**config.mk**
```make
export PLATFORM = sky130hd
export DESIGN_NAME = dual_acc16
export DESIGN_NICKNAME = d
export VERILOG_FILES = /design/src/rtl/dacc_pkg.sv /design/src/rtl/dacc_ctrl.sv /design/src/rtl/dacc_half.sv /design/src/rtl/dual_acc16.sv
export SDC_FILE = /design/constraint.sdc
export NUM_CORES = 1
export LEC_CHECK = 0
export BUFFER_PORTS_ARGS = -buffer_cell sky130_fd_sc_hd__buf_2
export CORE_ASPECT_RATIO = 1.25
export CORE_MARGIN = 10
export CORE_UTILIZATION = 45
export CTS_CLUSTER_DIAMETER = 100
export DETAILED_ROUTE_END_ITERATION = 7
export GPL_TIMING_DRIVEN = 0
export PLACE_DENSITY = 0.83
export SKIP_CTS_REPAIR_TIMING = 1
export SLEW_MARGIN = 20
export SYNTH_ARGS = -nofsm -noshare
export SYNTH_HDL_FRONTEND = slang
export SYNTH_SLANG_ARGS = --single-unit
export TNS_END_PERCENT = 100
```
**constraint.sdc**
```tcl
create_clock -name clk -period 8 [get_ports clk]
set_clock_uncertainty 0.1 [all_clocks]
set_input_delay 1.6 -clock clk [delete_from_list [all_inputs] [get_ports clk]]
set_output_delay 1.6 -clock clk [all_outputs]
set_load 0.05 [all_outputs]
```
**src/rtl/dacc_pkg.sv**
```systemverilog
package dacc_pkg;
  // per-half strobes from control to datapath
  typedef struct packed {
    logic accClr;
    logic accLoad;
    logic accSum;
    logic inClr;
    logic inLoad;
    logic negate;
  } halfStrobe_t;

  localparam logic [1:0] XSRC_PORT   = 2'd0;
  localparam logic [1:0] XSRC_PROD8  = 2'd1;
  localparam logic [1:0] XSRC_PROD16 = 2'd2;
  localparam logic [1:0] XSRC_SIGN   = 2'd3;

  localparam logic WSRC_ACC = 1'b0;
  localparam logic WSRC_PRE = 1'b1;

  localparam logic [1:0] CIN_ZERO   = 2'd0;
  localparam logic [1:0] CIN_ONE    = 2'd1;
  localparam logic [1:0] CIN_CASC_A = 2'd2;
  localparam logic [1:0] CIN_CASC_B = 2'd3;

  localparam logic [1:0] OUT_SUM    = 2'd0;
  localparam logic [1:0] OUT_ACC    = 2'd1;
  localparam logic [1:0] OUT_PROD8  = 2'd2;
  localparam logic [1:0] OUT_PROD16 = 2'd3;
endpackage

```
**src/rtl/dacc_ctrl.sv**
```systemverilog
module dacc_ctrl
  import dacc_pkg::*;
#(
  parameter int NUM_HALVES = 2
) (
  input  logic                    clkEn,
  input  logic [NUM_HALVES-1:0]   accRst,
  input  logic [NUM_HALVES-1:0]   load,
  input  logic [NUM_HALVES-1:0]   hold,
  input  logic [NUM_HALVES-1:0]   inRst,
  input  logic [NUM_HALVES-1:0]   inHold,
  input  logic [NUM_HALVES-1:0]   sub,
  output halfStrobe_t [NUM_HALVES-1:0] strobe
);
  // priority: clear, then load, then hold, then accumulate; all behind clkEn
  for (genvar h = 0; h < NUM_HALVES; h++) begin : g_half
    assign strobe[h] = '{
      accClr:  clkEn & accRst[h],
      accLoad: clkEn & ~accRst[h] & load[h],
      accSum:  clkEn & ~accRst[h] & ~load[h] & ~hold[h],
      inClr:   clkEn & inRst[h],
      inLoad:  clkEn & ~inRst[h] & ~inHold[h],
      negate:  sub[h]
    };
  end
endmodule

```
**src/rtl/dacc_half.sv**
```systemverilog
module dacc_half
  import dacc_pkg::*;
#(
  parameter int         W       = 16,
  parameter logic [1:0] X_SEL   = XSRC_PORT,
  parameter logic       W_SEL   = WSRC_ACC,
  parameter logic [1:0] CIN_SEL = CIN_ZERO,
  parameter logic [1:0] OUT_SEL = OUT_ACC,
  parameter bit         PRE_REG = 1'b0
) (
  input  logic        clk,
  input  halfStrobe_t strobe,
  input  logic [W-1:0] portX,
  input  logic [W-1:0] prod8,
  input  logic [W-1:0] prodPart,
  input  logic [W-1:0] preIn,
  input  logic        signSrc,
  input  logic        cascA,
  input  logic        cascB,
  output logic [W-1:0] outVal,
  output logic        carry,
  output logic        xMsb
);
  logic [W-1:0] preVal;
  logic [W-1:0] xVal;
  logic [W-1:0] xEff;
  logic [W-1:0] wVal;
  logic [W-1:0] accQ;
  logic [W:0]   fullSum;
  logic         cin;

  if (PRE_REG) begin : g_pre_reg
    logic [W-1:0] preQ;
    always_ff @(posedge clk) begin
      if (strobe.inClr)       preQ <= '0;
      else if (strobe.inLoad) preQ <= preIn;
    end
    assign preVal = preQ;
  end else begin : g_pre_wire
    logic unusedPre;
    assign unusedPre = strobe.inClr ^ strobe.inLoad;
    assign preVal = preIn;
  end

  always_comb begin
    case (X_SEL)
      XSRC_PORT:   xVal = portX;
      XSRC_PROD8:  xVal = prod8;
      XSRC_PROD16: xVal = prodPart;
      default:     xVal = {W{signSrc}};
    endcase
  end

  assign xMsb = xVal[W-1];
  assign xEff = strobe.negate ? ~xVal : xVal;
  assign wVal = (W_SEL == WSRC_PRE) ? preVal : accQ;

  always_comb begin
    case (CIN_SEL)
      CIN_ZERO:   cin = strobe.negate;
      CIN_ONE:    cin = ~strobe.negate;
      CIN_CASC_A: cin = cascA;
      default:    cin = cascB;
    endcase
  end

  assign fullSum = {1'b0, wVal} + {1'b0, xEff} + {{W{1'b0}}, cin};
  assign carry   = fullSum[W];

  always_ff @(posedge clk) begin
    if (strobe.accClr)       accQ <= '0;
    else if (strobe.accLoad) accQ <= preVal;
    else if (strobe.accSum)  accQ <= fullSum[W-1:0];
  end

  always_comb begin
    case (OUT_SEL)
      OUT_SUM:   outVal = fullSum[W-1:0];
      OUT_ACC:   outVal = accQ;
      OUT_PROD8: outVal = prod8;
      default:   outVal = prodPart;
    endcase
  end
endmodule

```
**src/rtl/dual_acc16.sv**
```systemverilog
module dual_acc16
  import dacc_pkg::*;
#(
  parameter int         HALF_W      = 16,
  parameter logic [1:0] TOP_X_SEL   = XSRC_PORT,
  parameter logic [1:0] BOT_X_SEL   = XSRC_PORT,
  parameter logic       TOP_W_SEL   = WSRC_ACC,
  parameter logic       BOT_W_SEL   = WSRC_ACC,
  parameter logic [1:0] TOP_CIN_SEL = CIN_CASC_A,
  parameter logic [1:0] BOT_CIN_SEL = CIN_ZERO,
  parameter logic [1:0] TOP_OUT_SEL = OUT_ACC,
  parameter logic [1:0] BOT_OUT_SEL = OUT_ACC,
  parameter bit         TOP_PRE_REG = 1'b0,
  parameter bit         BOT_PRE_REG = 1'b0,
  localparam int        FULL_W      = 2 * HALF_W
) (
  input  logic              clk,
  input  logic              clkEn,
  input  logic              inRstTop,
  input  logic              inRstBot,
  input  logic              accRstTop,
  input  logic              accRstBot,
  input  logic              holdPreTop,
  input  logic              holdPreBot,
  input  logic              loadTop,
  input  logic              loadBot,
  input  logic              holdTop,
  input  logic              holdBot,
  input  logic              subTop,
  input  logic              subBot,
  input  logic [HALF_W-1:0] opA,
  input  logic [HALF_W-1:0] opB,
  input  logic [HALF_W-1:0] preC,
  input  logic [HALF_W-1:0] preD,
  input  logic [HALF_W-1:0] prodTop8,
  input  logic [HALF_W-1:0] prodBot8,
  input  logic [FULL_W-1:0] prodFull,
  input  logic              carryIn,
  input  logic              accCarryIn,
  input  logic              signExtIn,
  output logic [FULL_W-1:0] result,
  output logic              carryOut,
  output logic              accCarryOut,
  output logic              signExtOut
);
  halfStrobe_t [1:0] strobe;   // index 1 = top, 0 = bottom
  logic [HALF_W-1:0] topOut, botOut;
  logic topCarry, botCarry, topXMsb, botXMsb;

  dacc_ctrl #(.NUM_HALVES(2)) u_ctrl (
    .clkEn  (clkEn),
    .accRst ({accRstTop, accRstBot}),
    .load   ({loadTop, loadBot}),
    .hold   ({holdTop, holdBot}),
    .inRst  ({inRstTop, inRstBot}),
    .inHold ({holdPreTop, holdPreBot}),
    .sub    ({subTop, subBot}),
    .strobe (strobe)
  );

  dacc_half #(
    .W(HALF_W), .X_SEL(BOT_X_SEL), .W_SEL(BOT_W_SEL),
    .CIN_SEL(BOT_CIN_SEL), .OUT_SEL(BOT_OUT_SEL), .PRE_REG(BOT_PRE_REG)
  ) u_bot (
    .clk      (clk),
    .strobe   (strobe[0]),
    .portX    (opB),
    .prod8    (prodBot8),
    .prodPart (prodFull[HALF_W-1:0]),
    .preIn    (preD),
    .signSrc  (signExtIn),
    .cascA    (accCarryIn),
    .cascB    (carryIn),
    .outVal   (botOut),
    .carry    (botCarry),
    .xMsb     (botXMsb)
  );

  dacc_half #(
    .W(HALF_W), .X_SEL(TOP_X_SEL), .W_SEL(TOP_W_SEL),
    .CIN_SEL(TOP_CIN_SEL), .OUT_SEL(TOP_OUT_SEL), .PRE_REG(TOP_PRE_REG)
  ) u_top (
    .clk      (clk),
    .strobe   (strobe[1]),
    .portX    (opA),
    .prod8    (prodTop8),
    .prodPart (prodFull[FULL_W-1:HALF_W]),
    .preIn    (preC),
    .signSrc  (botXMsb),
    .cascA    (botCarry),
    .cascB    (botCarry),
    .outVal   (topOut),
    .carry    (topCarry),
    .xMsb     (topXMsb)
  );

  assign result     = {topOut, botOut};
  assign signExtOut = topXMsb;

  if (TOP_W_SEL == WSRC_PRE) begin : g_adder_casc
    assign carryOut    = topCarry;
    assign accCarryOut = 1'b0;
  end else begin : g_accum_casc
    assign carryOut    = 1'b0;
    assign accCarryOut = topCarry;
  end
endmodule

```
==> results of run 1 <==
[stage by stage]
stage	instance area [um^2]	setup slack, ns	cells	TNS, ns
finish	3900	0.175	615	0
global route	3900	-0.000115	615	-0.000115
CTS	3870	-0.463	614	-0.463
detailed placement	3780	-0.419	606	-0.419
global placement	3780	-0.344	606	-0.344
floorplan	3150	0.0833	412	0
[where the power goes]
part           switching, mW  internal, mW
logic                  0.375         0.211
registers             0.0295         0.193
clock network         0.0646        0.0703
total                  0.469         0.475
[final cells by class]
| class | instances | share of cell area, % |
|---|---|---|
| Multi-Input combinational cell | 346 | 61.0 |
| Sequential cell | 32 | 16.4 |
| Timing Repair Buffer | 105 | 13.6 |
| Tap cell | 90 | 2.89 |
| Clock buffer | 8 | 2.31 |
| Buffer | 17 | 2.15 |
| Inverter | 17 | 1.64 |
[metal layers]
metal | part of all wire (%) | vias to the layer above | global-route usage (%)
li1 | - | 1712 | -
met1 | 39 | 1561 | 20.0
met2 | 50 | 158 | 33.3
met3 | 7.9 | 20 | 4.54
met4 | 2.3 | 0 | 6.20
met5 | 0 | - | 0
[worst max-delay path: cells and delay by family]
family / cells / cell delay [ns]
fa+ha+maj: 3 / 1.15
buf+inv: 3 / 0.64
xor+xnor: 1 / 0.16
compound gates: 12 / 2.58
[layout by cell type (no fill, tap or decap), drive strengths merged, types with 10 or more instances in the layout]
cell,n
a21oi,53
buf,112
clkbuf,18
dfxtp,32
ha,30
inv,16
nand2,36
nand3,10
nor2,34
o21ai,28
o22ai,10
xnor2,12
xor2,43
[cells by family after synthesis]
family,after synthesis,synth area share (%)
simple gates,107,15.3
fa+ha+maj,33,13.8
xor+xnor,55,15.3
compound gates,149,30.3
flops,32,20.3
other cells,1,0.119
buf+inv,34,4.33
mux,1,0.437
[worst max path at each step]
stage                       from           to  slack [ns]  depth (start not counted)
after floorplan           subBot  accCarryOut        0.08                         18
after global placement    subBot  accCarryOut       -0.34                         19
after detailed placement  subBot  accCarryOut       -0.42                         19
after CTS                 subBot  accCarryOut       -0.46                         19
after global routing      subBot  accCarryOut     -0.0001                         19
final                     subBot  accCarryOut        0.17                         19
[state kept, by name, summed over array words and instances, names as in the netlist]
name          flops
u_bot.outVal     16
u_top.outVal     16
==> results.py, run 1 <==
metrics = {
    "yosys": {
        "synth.top_cells.by_count": "a21oi_1 (52), xor2_1 (43), nand2_1 (36)",
        "ys_types": 51,
        "syn_nets": 590,
        "synth_edf_count": 0,
        "seq_area_frac_synth_pct": 20.3,
        "yosysTopAreaCellShare_pct": 20.3,
        "yosysWarningCount": 0,
        "ys_ff_latch": 32,
        "avgSynthCellArea_um2": 7.64,
        "synth_cells": 412,
        "syn-cell-area_mm2": 0.00315,
        "synthFlopType": "dfxtp_1",
        "synthArstFlopShare_pct": 0,
        "synth_most_common_cell": "a21oi_1",
        "synth.area.top_cells": "dfxtp_1 (20%), xor2_1 (12%), ha_1 (12%)",
        "synth_area_leader_cell": "dfxtp_1",
    },
    "sta": {
        "finalCritPeriodShare_pct": 97.8,
        "slew_violations": 0,
        "whs_ns": 0.363,
        "worst_pin_slew_ns": 0.709,
        "hold_viol": 0,
        "relSlewSlack_pct": 52.7,
        "setup_viol": 0,
        "max_freq_ghz": 0.128,
        "fin_crit_ns": 7.83,
    },
    "critical_path": {
        "worstPathArrival_ns": 6.13,
        "slowest_delay_ns": 0.45,
        "reg2reg_from": "u_bot.outVal[0]",
        "crit_slowest_cell": "fa_1",
        "cp_cell_sequence": "buf_2 > buf_8 > xor2_1 > ha_1 > a21o_1 > a31oi_1 > o21ai_0 > a221o_1 > o31ai_2 > o21ai_1 > fa_2 > fa_1 > a211oi_1 > o21bai_1 > a21oi_2 > o221ai_1 > a31oi_1 > o21ai_0 > buf_2",
        "cp-end-kind": "primary output",
        "crit_fanout": 10,
        "r2r_slack_ns": 3.23,
        "reg2reg_depth": 18,
        "r2r_end": "u_top.outVal[14]",
        "start_kind": "primary input",
        "critPathRequiredTime_ns": 6.30,
        "path_class": "in2out",
    },
    "die": {
        "coreArea_mm2": 0.00689,
        "io_pins": 180,
        "die_area_mm2": 0.0108,
        "die_h_um": 114,
        "die_w_um": 94.8,
        "num_rows": 34,
        "initial_core_util_pct": 45.7,
    },
    "global_route": {
        "antenna_found_initial": 0,
        "grt_max_degree": 11,
        "track_usage_pct": 18.3,
        "gr-total-overflow": 0,
        "grt_pass1_wl_um": 16500,
        "grt_pass1_vias": 3562,
    },
    "flow_run": {
        "cap_violations": 0,
    },
    "cts": {
        "cts_buffers": 5,
        "cts_buffer_depth": 2,
        "clkLatencyLatePin_ns": 0.28,
        "cts_tree": "built",
        "clkTransAtPathRegs_ns": 0.07,
        "htree_levels": 2,
        "cts.sinks": 32,
        "cts-root-buf": "clkbuf_8",
    },
    "placed_design": {
        "portBuffers": 104,
        "dpl.hpwl_um": 8300,
        "place_congestion": 0.972,
    },
    "run_status": {
        "status": "completed",
    },
    "cells_and_area": {
        "nNetsFinal": 702,
        "final_core_util_pct": 56.5,
        "fill_cells": 652,
        "syn_to_final_growth_pct": 23.8,
        "layout-drive-gt1-share_pct": 24.2,
        "multi_input_area_mm2": 0.00238,
        "regArea_um2": 641,
        "diodes": 0,
    },
    "power_and_ir_drop": {
        "cellPowerDensity_mw_per_mm2": 242,
        "max-vdd-ir-drop_mv": 0.112,
        "p_leak_nw": 1.86,
        "finalPower_mw": 0.943,
    },
    "drt": {
        "ant_nets": 0,
        "wirelength_um": 10200,
        "vias_per_cell": 5.61,
        "drc": 0,
        "dr_total_vias": 3451,
        "drtIter0Drc": 111,
        "avgRoutedWirePerCell_um": 16.5,
        "first_pass_iters": 4,
    },
    "min_path": {
        "hp-class": "reg2reg",
        "min_from": "u_bot.outVal[9]",
        "hold_end": "u_bot.outVal[9]",
        "holdPathStages": 2,
    },
}
Power figures use the tool's default switching activity.
==> inputs of run 2 (changes only) <==
CORE_UTILIZATION = 47   (was 45)
PLACE_DENSITY = 0.84   (was 0.83)
RECOVER_POWER = 50   (was not set)
SYNTH_HIERARCHICAL = 1   (was not set)
==> results.py, run 2 <==
metrics = {
    "run_status": {
        "status": "completed",
    },
    "min_path": {
        "min_from": "u_bot/outVal[9]",
        "hp-class": "reg2reg",
        "holdPathStages": 2,
        "hold_end": "u_bot/outVal[9]",
    },
    "sta": {
        "fin_crit_ns": 7.57,
        "finalCritPeriodShare_pct": 94.6,
        "relSlewSlack_pct": 58.1,
        "hold_viol": 0,
        "rsz0062_at_grt": "false",
        "setup_viol": 0,
        "worst_pin_slew_ns": 0.628,
        "max_freq_ghz": 0.132,
        "final.setup.tns_ns": 0,
        "whs_ns": 0.484,
        "slew_violations": 0,
    },
    "cells_and_area": {
        "most-common-layout-cells": "buf_2 (77), a21oi_1 (55), clkbuf_1 (48)",
        "layout-drive-gt1-share_pct": 21.4,
        "nNetsFinal": 713,
        "fill_cells": 691,
        "finalNonFillerCells": 623,
        "syn_to_final_growth_pct": 19.4,
        "layout_commonest_cell": "buf_2",
        "diodes": 0,
    },
    "yosys": {
        "syn_nets": 601,
        "synth_cells": 423,
        "syn-cell-area_mm2": 0.00341,
        "avgSynthCellArea_um2": 8.05,
        "yosysWarningCount": 6,
    },
    "global_route": {
        "antenna_found_initial": 0,
        "gr-total-overflow": 0,
        "track_usage_pct": 18.1,
        "grt_pass1_vias": 3565,
        "grt_pass1_wl_um": 16400,
        "grt_max_degree": 11,
    },
    "critical_path": {
        "worstPathArrival_ns": 5.87,
        "crit_family": "compound AO/OA/AOI/OAI gates",
        "reg2reg_depth": 16,
        "critPathRequiredTime_ns": 6.30,
        "r2r_slack_ns": 3.68,
        "path_class": "in2out",
        "cp-end-kind": "primary output",
        "reg2reg_from": "u_bot/outVal[0]",
        "start_kind": "primary input",
        "crit_buf_inv": 5,
        "cp_cell_sequence": "buf_4 > buf_2 > buf_2 > xor2_1 > ha_1 > o21a_1 > o311ai_4 > a31oi_1 > o41ai_2 > o21ai_1 > inv_1 > fa_1 > fa_1 > and2b_2 > o2111ai_2 > nand3_1 > a21oi_1 > o21ai_0 > buf_2",
        "crit_slowest_cell": "fa_1",
        "slowest_delay_ns": 0.45,
        "crit_path_frequent_cell": "buf_2",
        "r2r_end": "u_top/outVal[12]",
        "crit_fanout": 10,
    },
    "cts": {
        "htree_levels": 2,
        "cts_tree": "built",
        "clkTransAtPathRegs_ns": 0.07,
        "clkLatencyLatePin_ns": 0.28,
        "cts-root-buf": "clkbuf_8",
        "cts.sinks": 32,
        "cts_buffer_depth": 2,
        "cts_buffers": 5,
    },
    "die": {
        "coreArea_mm2": 0.00702,
        "die_h_um": 115,
        "initial_core_util_pct": 48.5,
        "num_rows": 34,
        "die_w_um": 96.1,
        "io_pins": 180,
        "die_area_mm2": 0.0111,
    },
    "power_and_ir_drop": {
        "max-vdd-ir-drop_mv": 0.116,
        "p_leak_nw": 1.79,
        "cellPowerDensity_mw_per_mm2": 191,
    },
    "drt": {
        "wirelength_um": 10500,
        "drc": 0,
        "vias_per_cell": 5.65,
        "first_pass_iters": 4,
        "drtIter0Drc": 129,
        "ant_nets": 0,
        "avgRoutedWirePerCell_um": 16.9,
        "dr_total_vias": 3518,
    },
    "placed_design": {
        "dpl.hpwl_um": 8580,
        "portBuffers": 105,
        "place_inst": 618,
        "place_congestion": 0.955,
    },
    "flow_run": {
        "cap_violations": 0,
    },
}
-- run 2: changes by cell type in the layout (fill, tap and decap cells not counted), sizes merged, moves of 8 or more --
| cell | before | now |
|---|---|---|
| clkbuf | 18 | 53 |
| nor3b | 1 | 14 |
| nor2 | 34 | 24 |
| nand2 | 36 | 26 |
| buf | 112 | 84 |
| inv | 16 | 25 |
| o21ai | 28 | 15 |
| nor3 | 1 | 9 |
-- run 2: layout make-up --
cell class                 count  area [um^2]  share of cell area (%)
clock buffer                   5         68.8                    1.69
inverter                      25         93.8                    2.31
sequential                    32          641                    15.8
multi-input combinational    339         2540                    62.4
buffer                        27          129                    3.17
tap                           90          113                    2.77
timing repair buffer         105          485                    11.9
-- run 2: where the power goes --
group / internal, mW / switching [mW]
Clock: 0.0562 / 0.0599
Sequential: 0.182 / 0.0188
Combinational: 0.172 / 0.290
-- run 2: tightest hold or removal path, cell delays in order, from the launching register on --
cell and delay (ns):
dfxtp_1 0.33, a21oi_1 0.12, a221oi_1 0.08
-- run 2: through the flow --
step / utilization, % / power, mW / area, um^2 / setup WS, ns
finish: 57.9 / 0.778 / 4070 / 0.430
detailed placement: 57.6 / 0.667 / 4040 / 0.372
global placement: 57.6 / 0.658 / 4040 / 0.394
CTS: 58.6 / 0.786 / 4110 / 0.365
global route: 57.9 / 0.829 / 4070 / 0.192
floorplan: - / 0.566 / 3410 / 0.378
-- run 2: worst max-delay path by stage --
stage / start / cells past startpoint / to / slack, ns
floorplan: subBot / 18 / accCarryOut / 0.38
detailed placement: subBot / 19 / accCarryOut / 0.37
global route: subBot / 19 / accCarryOut / 0.19
CTS: subBot / 19 / accCarryOut / 0.37
finish: subBot / 19 / accCarryOut / 0.43
global placement: subBot / 19 / accCarryOut / 0.39
-- run 2: metal layers --
layer / share of wire [%] / GRT usage, %
met1: 39 / 19.4
met2: 51 / 33.9
met4: 1.4 / 4.73
met3: 8.6 / 4.57
met5: 0 / 0
